## config.mk

```make
export PLATFORM = sky130hd
export DESIGN_NAME = xlogic_unit
export DESIGN_NICKNAME = d
export VERILOG_FILES = /design/src/rtl/xlu_pkg.sv /design/src/rtl/xlu_split.sv /design/src/rtl/xlu_lanes.sv /design/src/rtl/xlu_fold.sv /design/src/rtl/xlogic_unit.sv
export SDC_FILE = /design/constraint.sdc
export NUM_CORES = 1
export LEC_CHECK = 0
export ABC_CLOCK_PERIOD_IN_PS = 2400
export BUFFER_PORTS_ARGS = -buffer_cell sky130_fd_sc_hd__buf_2
export CAP_MARGIN = 20
export CORE_UTILIZATION = 55
export DETAILED_ROUTE_END_ITERATION = 8
export PLACE_DENSITY = 0.95
export SLEW_MARGIN = 20
export SYNTH_ARGS = -nofsm -noshare
export SYNTH_HDL_FRONTEND = slang
export SYNTH_SLANG_ARGS = --single-unit
```

## constraint.sdc

```tcl
create_clock -name vclk -period 2.4
set_input_delay 0.12 -clock vclk [all_inputs]
set_output_delay 0.12 -clock vclk [all_outputs]
set_load 0.005 [all_outputs]
```

## src/rtl/xlu_pkg.sv

```systemverilog
package xlu_pkg;
   localparam int OPC_W = 4;

   typedef enum logic [OPC_W-1:0] {
      OP_NOT  = 4'd0,
      OP_AND  = 4'd1,
      OP_OR   = 4'd2,
      OP_XOR  = 4'd3,
      OP_XNOR = 4'd4,
      OP_RAND = 4'd5,
      OP_ROR  = 4'd6,
      OP_RXOR = 4'd7,
      OP_LAND = 4'd8,
      OP_LOR  = 4'd9,
      OP_EQ   = 4'd10,
      OP_NE   = 4'd11,
      OP_CEQ  = 4'd12
   } xop_e;

   typedef struct packed {
      logic zero;
      logic one;
      logic unk;
   } tri_t;

   localparam tri_t T_ZERO = '{zero: 1'b1, one: 1'b0, unk: 1'b0};
   localparam tri_t T_UNK  = '{zero: 1'b0, one: 1'b0, unk: 1'b1};

   function automatic tri_t t_not(tri_t a);
      t_not = '{zero: a.one, one: a.zero, unk: a.unk};
   endfunction

   function automatic tri_t t_and(tri_t a, tri_t b);
      tri_t r;
      r.zero = a.zero | b.zero;
      r.one  = a.one & b.one;
      r.unk  = ~(r.zero | r.one);
      t_and  = r;
   endfunction

   function automatic tri_t t_or(tri_t a, tri_t b);
      t_or = t_not(t_and(t_not(a), t_not(b)));
   endfunction

   function automatic tri_t t_xor(tri_t a, tri_t b);
      tri_t r;
      r.unk  = a.unk | b.unk;
      r.one  = ~r.unk & (a.one ^ b.one);
      r.zero = ~(r.unk | r.one);
      t_xor  = r;
   endfunction
endpackage

```

## src/rtl/xlu_split.sv

```systemverilog
module xlu_split
   import xlu_pkg::*;
#(
   parameter int WIDTH = 8
) (
   input  logic [WIDTH-1:0]       data,
   input  logic [WIDTH-1:0]       mask,
   output tri_t [WIDTH-1:0]       flags
);
   for (genvar i = 0; i < WIDTH; i++) begin : g_bit
      assign flags[i].unk  = mask[i];
      assign flags[i].one  = data[i] & ~mask[i];
      assign flags[i].zero = ~data[i] & ~mask[i];
   end
endmodule

```

## src/rtl/xlu_lanes.sv

```systemverilog
module xlu_lanes
   import xlu_pkg::*;
#(
   parameter int WIDTH = 8
) (
   input  tri_t [WIDTH-1:0] a,
   input  tri_t [WIDTH-1:0] b,
   output tri_t [WIDTH-1:0] v_not,
   output tri_t [WIDTH-1:0] v_and,
   output tri_t [WIDTH-1:0] v_or,
   output tri_t [WIDTH-1:0] v_xor,
   output tri_t [WIDTH-1:0] v_xnor
);
   for (genvar i = 0; i < WIDTH; i++) begin : g_lane
      assign v_not[i]  = t_not(a[i]);
      assign v_and[i]  = t_and(a[i], b[i]);
      assign v_or[i]   = t_or(a[i], b[i]);
      assign v_xor[i]  = t_xor(a[i], b[i]);
      assign v_xnor[i] = t_not(v_xor[i]);

      always_comb begin
         // a known-0 input forces a known-0 AND lane
         if (a[i].zero || b[i].zero)
            p_and_dominant_r2: assert (v_and[i] == T_ZERO)
               else $error("AND lane %0d not forced to zero", i);
         // unknown input makes XOR lane unknown
         if (a[i].unk || b[i].unk)
            p_xor_unknown_r3: assert (v_xor[i] == T_UNK)
               else $error("XOR lane %0d not unknown", i);
      end
   end
endmodule

```

## src/rtl/xlu_fold.sv

```systemverilog
module xlu_fold
   import xlu_pkg::*;
#(
   parameter int WIDTH = 8
) (
   input  tri_t [WIDTH-1:0] a,
   input  tri_t [WIDTH-1:0] b,
   output tri_t             f_rand,
   output tri_t             f_ror,
   output tri_t             f_rxor,
   output tri_t             f_land,
   output tri_t             f_lor,
   output tri_t             f_eq,
   output tri_t             f_ne,
   output tri_t             f_ceq
);
   logic [WIDTH-1:0] a_z, a_o, a_x, b_z, b_o, b_x;
   logic [WIDTH-1:0] diff_known, any_unk, same_state;

   always_comb begin
      for (int i = 0; i < WIDTH; i++) begin
         a_z[i] = a[i].zero; a_o[i] = a[i].one; a_x[i] = a[i].unk;
         b_z[i] = b[i].zero; b_o[i] = b[i].one; b_x[i] = b[i].unk;
      end
   end

   assign any_unk    = a_x | b_x;
   assign diff_known = (a_o ^ b_o) & ~any_unk;
   assign same_state = ~(a_z ^ b_z) & ~(a_o ^ b_o);

   tri_t truth_a, truth_b;

   // reduce-AND / reduce-OR
   assign f_rand.zero = |a_z;
   assign f_rand.one  = &a_o;
   assign f_rand.unk  = ~(f_rand.zero | f_rand.one);
   assign f_ror.one   = |a_o;
   assign f_ror.zero  = &a_z;
   assign f_ror.unk   = ~(f_ror.zero | f_ror.one);

   // parity
   assign f_rxor.unk  = |a_x;
   assign f_rxor.one  = ~f_rxor.unk & (^a_o);
   assign f_rxor.zero = ~(f_rxor.unk | f_rxor.one);

   // logical operators on operand truth values
   assign truth_a.one  = |a_o;
   assign truth_a.zero = &a_z;
   assign truth_a.unk  = ~(truth_a.one | truth_a.zero);
   assign truth_b.one  = |b_o;
   assign truth_b.zero = &b_z;
   assign truth_b.unk  = ~(truth_b.one | truth_b.zero);
   assign f_land = t_and(truth_a, truth_b);
   assign f_lor  = t_or(truth_a, truth_b);

   // equality with pessimistic unknowns
   assign f_eq.zero = |diff_known;
   assign f_eq.unk  = ~f_eq.zero & (|any_unk);
   assign f_eq.one  = ~(f_eq.zero | f_eq.unk);
   assign f_ne      = t_not(f_eq);

   // exact state match
   assign f_ceq.one  = &same_state;
   assign f_ceq.zero = ~f_ceq.one;
   assign f_ceq.unk  = 1'b0;

   always_comb begin
      // an exact state match can never be a known inequality
      if (f_ceq.one)
         p_ceq_implies_eq_r8: assert (!f_eq.zero)
            else $error("case match but equality known false");
      // logical AND true only if both reduce-OR style truths hold
      if (f_land.one)
         p_land_needs_ones_r7: assert ((|a_o) && (|b_o))
            else $error("logical AND true without known ones");
   end
endmodule

```

## src/rtl/xlogic_unit.sv

```systemverilog
module xlogic_unit
   import xlu_pkg::*;
#(
   parameter int WIDTH = 8
) (
   input  logic [WIDTH-1:0]  a_data,
   input  logic [WIDTH-1:0]  a_mask,
   input  logic [WIDTH-1:0]  b_data,
   input  logic [WIDTH-1:0]  b_mask,
   input  logic [OPC_W-1:0]  opcode,
   output logic [WIDTH-1:0]  y_data,
   output logic [WIDTH-1:0]  y_mask
);
   localparam int UPPER = WIDTH - 1;

   if (WIDTH < 2) begin : g_bad_width
      $error("xlogic_unit: WIDTH must be at least 2");
   end

   tri_t [WIDTH-1:0] fa, fb;
   tri_t [WIDTH-1:0] v_not, v_and, v_or, v_xor, v_xnor;
   tri_t f_rand, f_ror, f_rxor, f_land, f_lor, f_eq, f_ne, f_ceq;
   tri_t [WIDTH-1:0] res;
   tri_t             bool_res;
   logic             is_bool;

   xlu_split #(.WIDTH(WIDTH)) split_a_i (.data(a_data), .mask(a_mask), .flags(fa));
   xlu_split #(.WIDTH(WIDTH)) split_b_i (.data(b_data), .mask(b_mask), .flags(fb));

   xlu_lanes #(.WIDTH(WIDTH)) lanes_i (
      .a(fa), .b(fb),
      .v_not(v_not), .v_and(v_and), .v_or(v_or), .v_xor(v_xor), .v_xnor(v_xnor)
   );

   xlu_fold #(.WIDTH(WIDTH)) fold_i (
      .a(fa), .b(fb),
      .f_rand(f_rand), .f_ror(f_ror), .f_rxor(f_rxor),
      .f_land(f_land), .f_lor(f_lor),
      .f_eq(f_eq), .f_ne(f_ne), .f_ceq(f_ceq)
   );

   always_comb begin
      is_bool  = 1'b1;
      bool_res = T_UNK;
      res      = {WIDTH{T_UNK}};
      case (opcode)
         OP_NOT:  begin is_bool = 1'b0; res = v_not;  end
         OP_AND:  begin is_bool = 1'b0; res = v_and;  end
         OP_OR:   begin is_bool = 1'b0; res = v_or;   end
         OP_XOR:  begin is_bool = 1'b0; res = v_xor;  end
         OP_XNOR: begin is_bool = 1'b0; res = v_xnor; end
         OP_RAND: bool_res = f_rand;
         OP_ROR:  bool_res = f_ror;
         OP_RXOR: bool_res = f_rxor;
         OP_LAND: bool_res = f_land;
         OP_LOR:  bool_res = f_lor;
         OP_EQ:   bool_res = f_eq;
         OP_NE:   bool_res = f_ne;
         OP_CEQ:  bool_res = f_ceq;
         default: is_bool = 1'b0;
      endcase
      if (is_bool) begin
         res    = {WIDTH{T_ZERO}};
         res[0] = bool_res;
      end
   end

   for (genvar i = 0; i < WIDTH; i++) begin : g_out
      assign y_data[i] = res[i].one;
      assign y_mask[i] = res[i].unk;
   end

   always_comb begin
      p_out_clean_r1: assert ((y_data & y_mask) == '0)
         else $error("result data set under mask");
      if (opcode >= OP_RAND && opcode <= OP_CEQ)
         p_bool_upper_r10: assert (y_data[UPPER:1] == '0 && y_mask[UPPER:1] == '0)
            else $error("boolean result has nonzero upper bits");
      if (opcode == OP_CEQ)
         p_ceq_known_r9: assert (y_mask == '0)
            else $error("case equality reported unknown");
      if (opcode > OP_CEQ)
         p_unused_unknown_r11: assert (y_mask == '1 && y_data == '0)
            else $error("unused opcode not all unknown");
   end
endmodule

```

==> impl_summary.txt, run 1 <==
----------------------------------------------------
[Setup path]
  Crit path arrival time ... approximately 2100 ps
  Category of the critical setup timing path ... primary input to primary output
  Capturing element type of the critical path ... primary output
  Critical Path Fanout Max ... 6
  Required time worst endpoint ... roughly 2300 ps
  Worst Setup Start Kind ... primary input

[Layout]
  Highest-count cells in the layout ignoring fill and taps ... 52 x buf_2, 34 x nor2_1, 24 x a21oi_1, 24 x buf_4, 21 x inv_1
  Register Area ... 0 µm²
  Inserted Diodes ... 0
  Seq_cells ... 0
  Clock buffers ... 0
  Share of post-route cells with drive strength above 1 ... between 20% and 30%
  Relative area change from synthesis to final layout ... 25.8%
  Final net count ... 405
  Most common cell after layout, fill and taps aside ... buf_2

[Power]
  Leakage component of the power ... between 0.0009 and 0.001 µW
  Total power of the final layout ... between 400 and 500 µW
  Worst IR drop on VDD ... around 0.098 mV
  Total power density per cell area ... about 190 nW/µm²

[Global routing]
  Busiest metal layer after global routing ... met2
  Number of antenna violations at the first check in global routing ... 0
  Global routing met2 resource utilization ... between 70% and 80%
  Global routing met1 resource utilization ... a little under three fifths
  Via count of the first global-routing pass ... 2300
  Global-route congestion overflow total ... 0
  Met3 usage ... just under 9%
  Wire length of the first global-routing pass ... roughly 11000 µm
  Maximum number of pins on one net before global-route repair ... 22
  Global router's overall resource usage ... approximately 44%

[Floorplanning]
  Die boundary width ... roughly 60 µm
  Starting density of the core ... 57.9%
  Placement row count ... 20
  Core Footprint ... just over 3000 µm²
  Die ar. ... approximately 3400 µm²
  Ports ... 52
  Die boundary height ... about 59 µm

[Hold path]
  Worst min-delay path class ... primary input to primary output

[STA]
  RSZ-0062 raised after global routing ... no
  Hold Violations, Final ... 0
  Max Slew Vio Count ... 0
  Actual slew at the worst max-slew pin ... approximately 470 ps
  Final critical delay including setup and external delays ... 2240 ps
  Hold_ws ... 554 ps
  Worst-case headroom to the max-slew limit ... just under 70%
  Number of failing setup endpoints in the final timing report ... 0
  Achievable clock frequency ... roughly 450 MHz
  Final total negative setup slack ... 0 ps
  Part of the cycle the worst path needs ... 93.5%

[Status]
  Status ... completed

[Run]
  Max-cap check violation count ... 0

[Synth]
  Dominant cell type by area after synthesis ... ha_1
  Area share of the largest cell type after synthesis ... ~14%
  Dominant cells by area after synthesis ... ha_1 14%, nor2_1 7.2%, a21oi_1 6.8%, nor4_1 5.0%, inv_1 4.5%
  Area of the mapped netlist ... between 1500 and 2000 µm²
  Sequential area share after synthesis ... 0%
  Warnings, synthesis ... 0
  Count of unique library cells instantiated by Yosys ... 53
  Post-synthesis average cell area ... about 6.3 µm²
  Net count after synthesis ... 336
  Cells after Synth ... 280

[Route]
  Count of routing violations after the opening detailed-route iteration ... 210
  Vias ... 2558
  Via-to-Cell Ratio ... 6.54
  Remaining routing DRC violations ... 0
  Total wire length ... roughly 7300 µm
  Remaining number of nets flagged by the antenna check after routing ... 0
  Detailed-routing iteration count for the pre-antenna-repair pass ... 5
  Routed WL per cell ... 18.7 µm

[Clock network]
  Post CTS Setup Buffer Count ... 0

[Placed design]
  Routability congestion estimate from global placement ... roughly 1.0
  DP HPWL ... approximately 5800 µm
  Count of buffers from port buffering ... between 50 and 60

----------------------------------------------------
area by class of cell:
type | instances | area (µm²)
well taps | 44 | 55.1
multi-input cells | 249 | 1650
repair buffers | 76 | 440
fillers | 290 | 830
inverters | 22 | 82.6
final timing paths:
kind / from / end / slack [ps] / cells past startpoint
worst max-delay path: a_mask[2] / y_data[0] / 160 / 11
worst min-delay path: b_mask[3] / y_data[3] / 550 / 3
critical path, cell delays in order:
cell	delay, ps
buf_2	140
nor2b_2	230
inv_1	80
ha_1	330
nor4_1	470
nand4_1	150
nor3_1	200
nor4_1	70
nand4_1	100
o22a_1	130
buf_2	110
cells by family (layout without fill, tap and decap cells):
group           after synthesis  count (layout)  share of synthesized area, %
simple gates                138             138                          42.3
compound gates               84              84                          32.8
buf+inv                      31              98                          7.29
xor+xnor                      7               7                          3.47
fa+ha+maj                    20              20                          14.2
power breakdown:
| group | leakage, µW | switching, µW | internal (µW) |
|---|---|---|---|
| Combinational | 0.000956 | 240 | 172 |
| Clock | 0 | 0 | 0 |
| Sequential | 0 | 0 | 0 |
cell usage after synthesis, drive strengths merged, types with 7 or more instances:
master,count
o21ai,12
nand3b,8
a31oi,8
nor4,15
ha,20
or2,9
nor2b,8
nor2,34
a21oi,25
nand2,20
inv,22
nand4,8
nand2b,11
nor3,7
routing by layer:
| metal | share of wire [%] | routed length [µm] | up-vias |
|---|---|---|---|
| met5 | 0 | 0 | - |
| met4 | 4.7 | 344 | 0 |
| met3 | 12 | 891 | 37 |
| met2 | 44 | 3200 | 194 |
| met1 | 39 | 2860 | 1126 |
| li1 | - | - | 1201 |
per-stage QoR:
| stage | util [%] | instances | setup slack, ps | cell area (µm²) |
|---|---|---|---|---|
| detailed placement | 72.6 | 391 | 50.9 | 2220 |
| global route | 72.8 | 391 | 47.1 | 2220 |
| CTS | 72.6 | 391 | 43.2 | 2220 |
| finish | 72.8 | 391 | 156 | 2220 |
| global placement | 72.6 | 391 | 110 | 2220 |
| floorplan | - | 280 | 284 | 1770 |
timing repair:
item,4_1_cts,5_1_grt
hold buffers,0,0
gates resized for setup,0,3
endpoints found under the setup margin,0,2
Power figures use the tool's default switching activity.
==> run 2: changes to the inputs <==
--- a/config.mk
+++ b/config.mk
@@ -11,6 +11,7 @@
 export CORE_UTILIZATION = 55
 export DETAILED_ROUTE_END_ITERATION = 8
 export PLACE_DENSITY = 0.95
+export RECOVER_POWER = 100
 export SLEW_MARGIN = 20
 export SYNTH_ARGS = -nofsm -noshare
 export SYNTH_HDL_FRONTEND = slang
==> impl_summary.txt, run 2 (synthesized netlist as in run 1, its figures left out) <==
----------------------------------------------------
[Layout]
  Final net count ... just over 400
  Register Area ... 0 µm²
  Inserted Diodes ... 0
  Clock buffers ... 0
  Most common cell after layout, fill and taps aside ... buf_2
  Fill cell count ... 302
  Share of post-route cells with drive strength above 1 ... 24.2%
  Highest-count cells in the layout ignoring fill and taps ... 41 x buf_2, 34 x nor2_1, 24 x a21oi_1
  Seq_cells ... 0
  Multi-input logic area ... between 1500 and 2000 µm²
  Relative area change from synthesis to final layout ... 24.8%

[Placed design]
  Count of buffers from port buffering ... 52
  Pre-CTS setup slack ... between 50 and 60 ps
  Routability congestion estimate from global placement ... around 1.0
  DP HPWL ... ~6000 µm

[Route]
  Detailed-routing iteration count for the pre-antenna-repair pass ... 5
  Remaining number of nets flagged by the antenna check after routing ... 0
  Via-to-Cell Ratio ... 6.57
  Remaining routing DRC violations ... 0
  Routed WL per cell ... ~19 µm
  Total wire length ... between 7000 and 8000 µm
  Vias ... about 2600
  Count of routing violations after the opening detailed-route iteration ... 211

[Global routing]
  Via count of the first global-routing pass ... 2300
  Global router's overall resource usage ... ~44%
  Number of antenna violations at the first check in global routing ... 0
  Maximum number of pins on one net before global-route repair ... 22
  Global-route congestion overflow total ... 0
  Wire length of the first global-routing pass ... between 10000 and 15000 µm

[STA]
  Max Slew Vio Count ... 0
  RSZ-0062 raised after global routing ... no
  Fin worst setup slack ... between 100 and 150 ps
  Part of the cycle the worst path needs ... 94.9%
  Actual slew at the worst max-slew pin ... roughly 680 ps
  Worst-case headroom to the max-slew limit ... a little over half
  Hold Violations, Final ... 0
  Number of failing setup endpoints in the final timing report ... 0
  Final critical delay including setup and external delays ... between 2000 and 2500 ps
  Final total negative setup slack ... 0 ps
  Achievable clock frequency ... ~440 MHz

[Hold path]
  Worst min-delay path class ... primary input to primary output
  Hold path depth ... 3
  Worst hold path endpoint ... y_data[3]
  Worst min-delay path startpoint ... b_mask[3]

[Power]
  Pint ... 168 µW
  Switching part of the total ... 59.1%
  Net switching power of the design ... 242 µW
  Clk pwr share ... 0%
  Sequential Power Share ... 0%
  Worst IR drop on VDD ... roughly 0.097 mV
  Total power density per cell area ... ~190 nW/µm²
  Leakage component of the power ... roughly 0.0009 µW
  Part of the power in combinational logic ... 100.0%

[Status]
  Status ... completed

[Setup path]
  Worst Setup Start Kind ... primary input
  Critical Path Fanout Max ... 6
  Category of the critical setup timing path ... primary input to primary output
  Required time worst endpoint ... about 2300 ps
  Crit path arrival time ... 2160 ps
  Capturing element type of the critical path ... primary output

[Floorplanning]
  Core Footprint ... 3050 µm²
  Die ar. ... 3450 µm²
  Die boundary width ... 58.7 µm
  Die boundary height ... roughly 59 µm
  Ports ... 52
  Placement row count ... 20
  Starting density of the core ... between 50% and 60%

[Run]
  Max-cap check violation count ... 0

[Clock network]
  Post CTS Setup Buffer Count ... 0
  Hold Buf Count CTS ... 0
  Post-CTS resize count ... 0

----------------------------------------------------
## run 2: power by group through the flow
stage	registers (µW)	clock network, µW	logic [µW]
after floorplan	0	0	225
after global placement	0	0	390
after detailed placement	0	0	396
after CTS	0	0	398
after global routing	0	0	440
final	0	0	409
## run 2: cell type report
| cell class | count | area share (%) |
|---|---|---|
| Tap cell | 44 | 2.49 |
| Inverter | 22 | 3.74 |
| Multi-Input combinational cell | 249 | 74.5 |
| Timing Repair Buffer | 76 | 19.2 |
## run 2: worst max path at each step
stage                          from   endpoint
after floorplan           a_mask[4]  y_data[0]
after global placement    b_mask[7]  y_data[0]
after detailed placement  a_mask[1]  y_data[0]
after CTS                 a_mask[1]  y_data[0]
after global routing      a_data[4]  y_mask[0]
final                     a_mask[2]  y_data[0]
## run 2: critical path, cell delays in order
cell and delay [ps]:
buf_2 140, nor2b_2 240, inv_1 80, ha_1 340
nor4_1 460, nand4_1 150, nor3_1 210, nor4_1 70
nand4_1 100, o22a_1 130, buf_2 100
## run 2: per-layer routing
metal,global-route usage [%],vias up,part of all wire [%]
met4,15.6,0,3.0
met5,0,-,0
li1,-,1204,-
met3,8.79,23,13
met2,72.7,196,46
met1,56.0,1146,38
## run 2: metrics by stage
stage	power (µW)	area, µm²	util (%)	cells	hold WS [ps]
finish	409	2210	72.3	391	537
global route	440	2210	72.3	391	576
CTS	398	2220	72.6	391	553
detailed placement	396	2220	72.6	391	551
global placement	390	2220	72.6	391	542
floorplan	225	1770	-	280	300
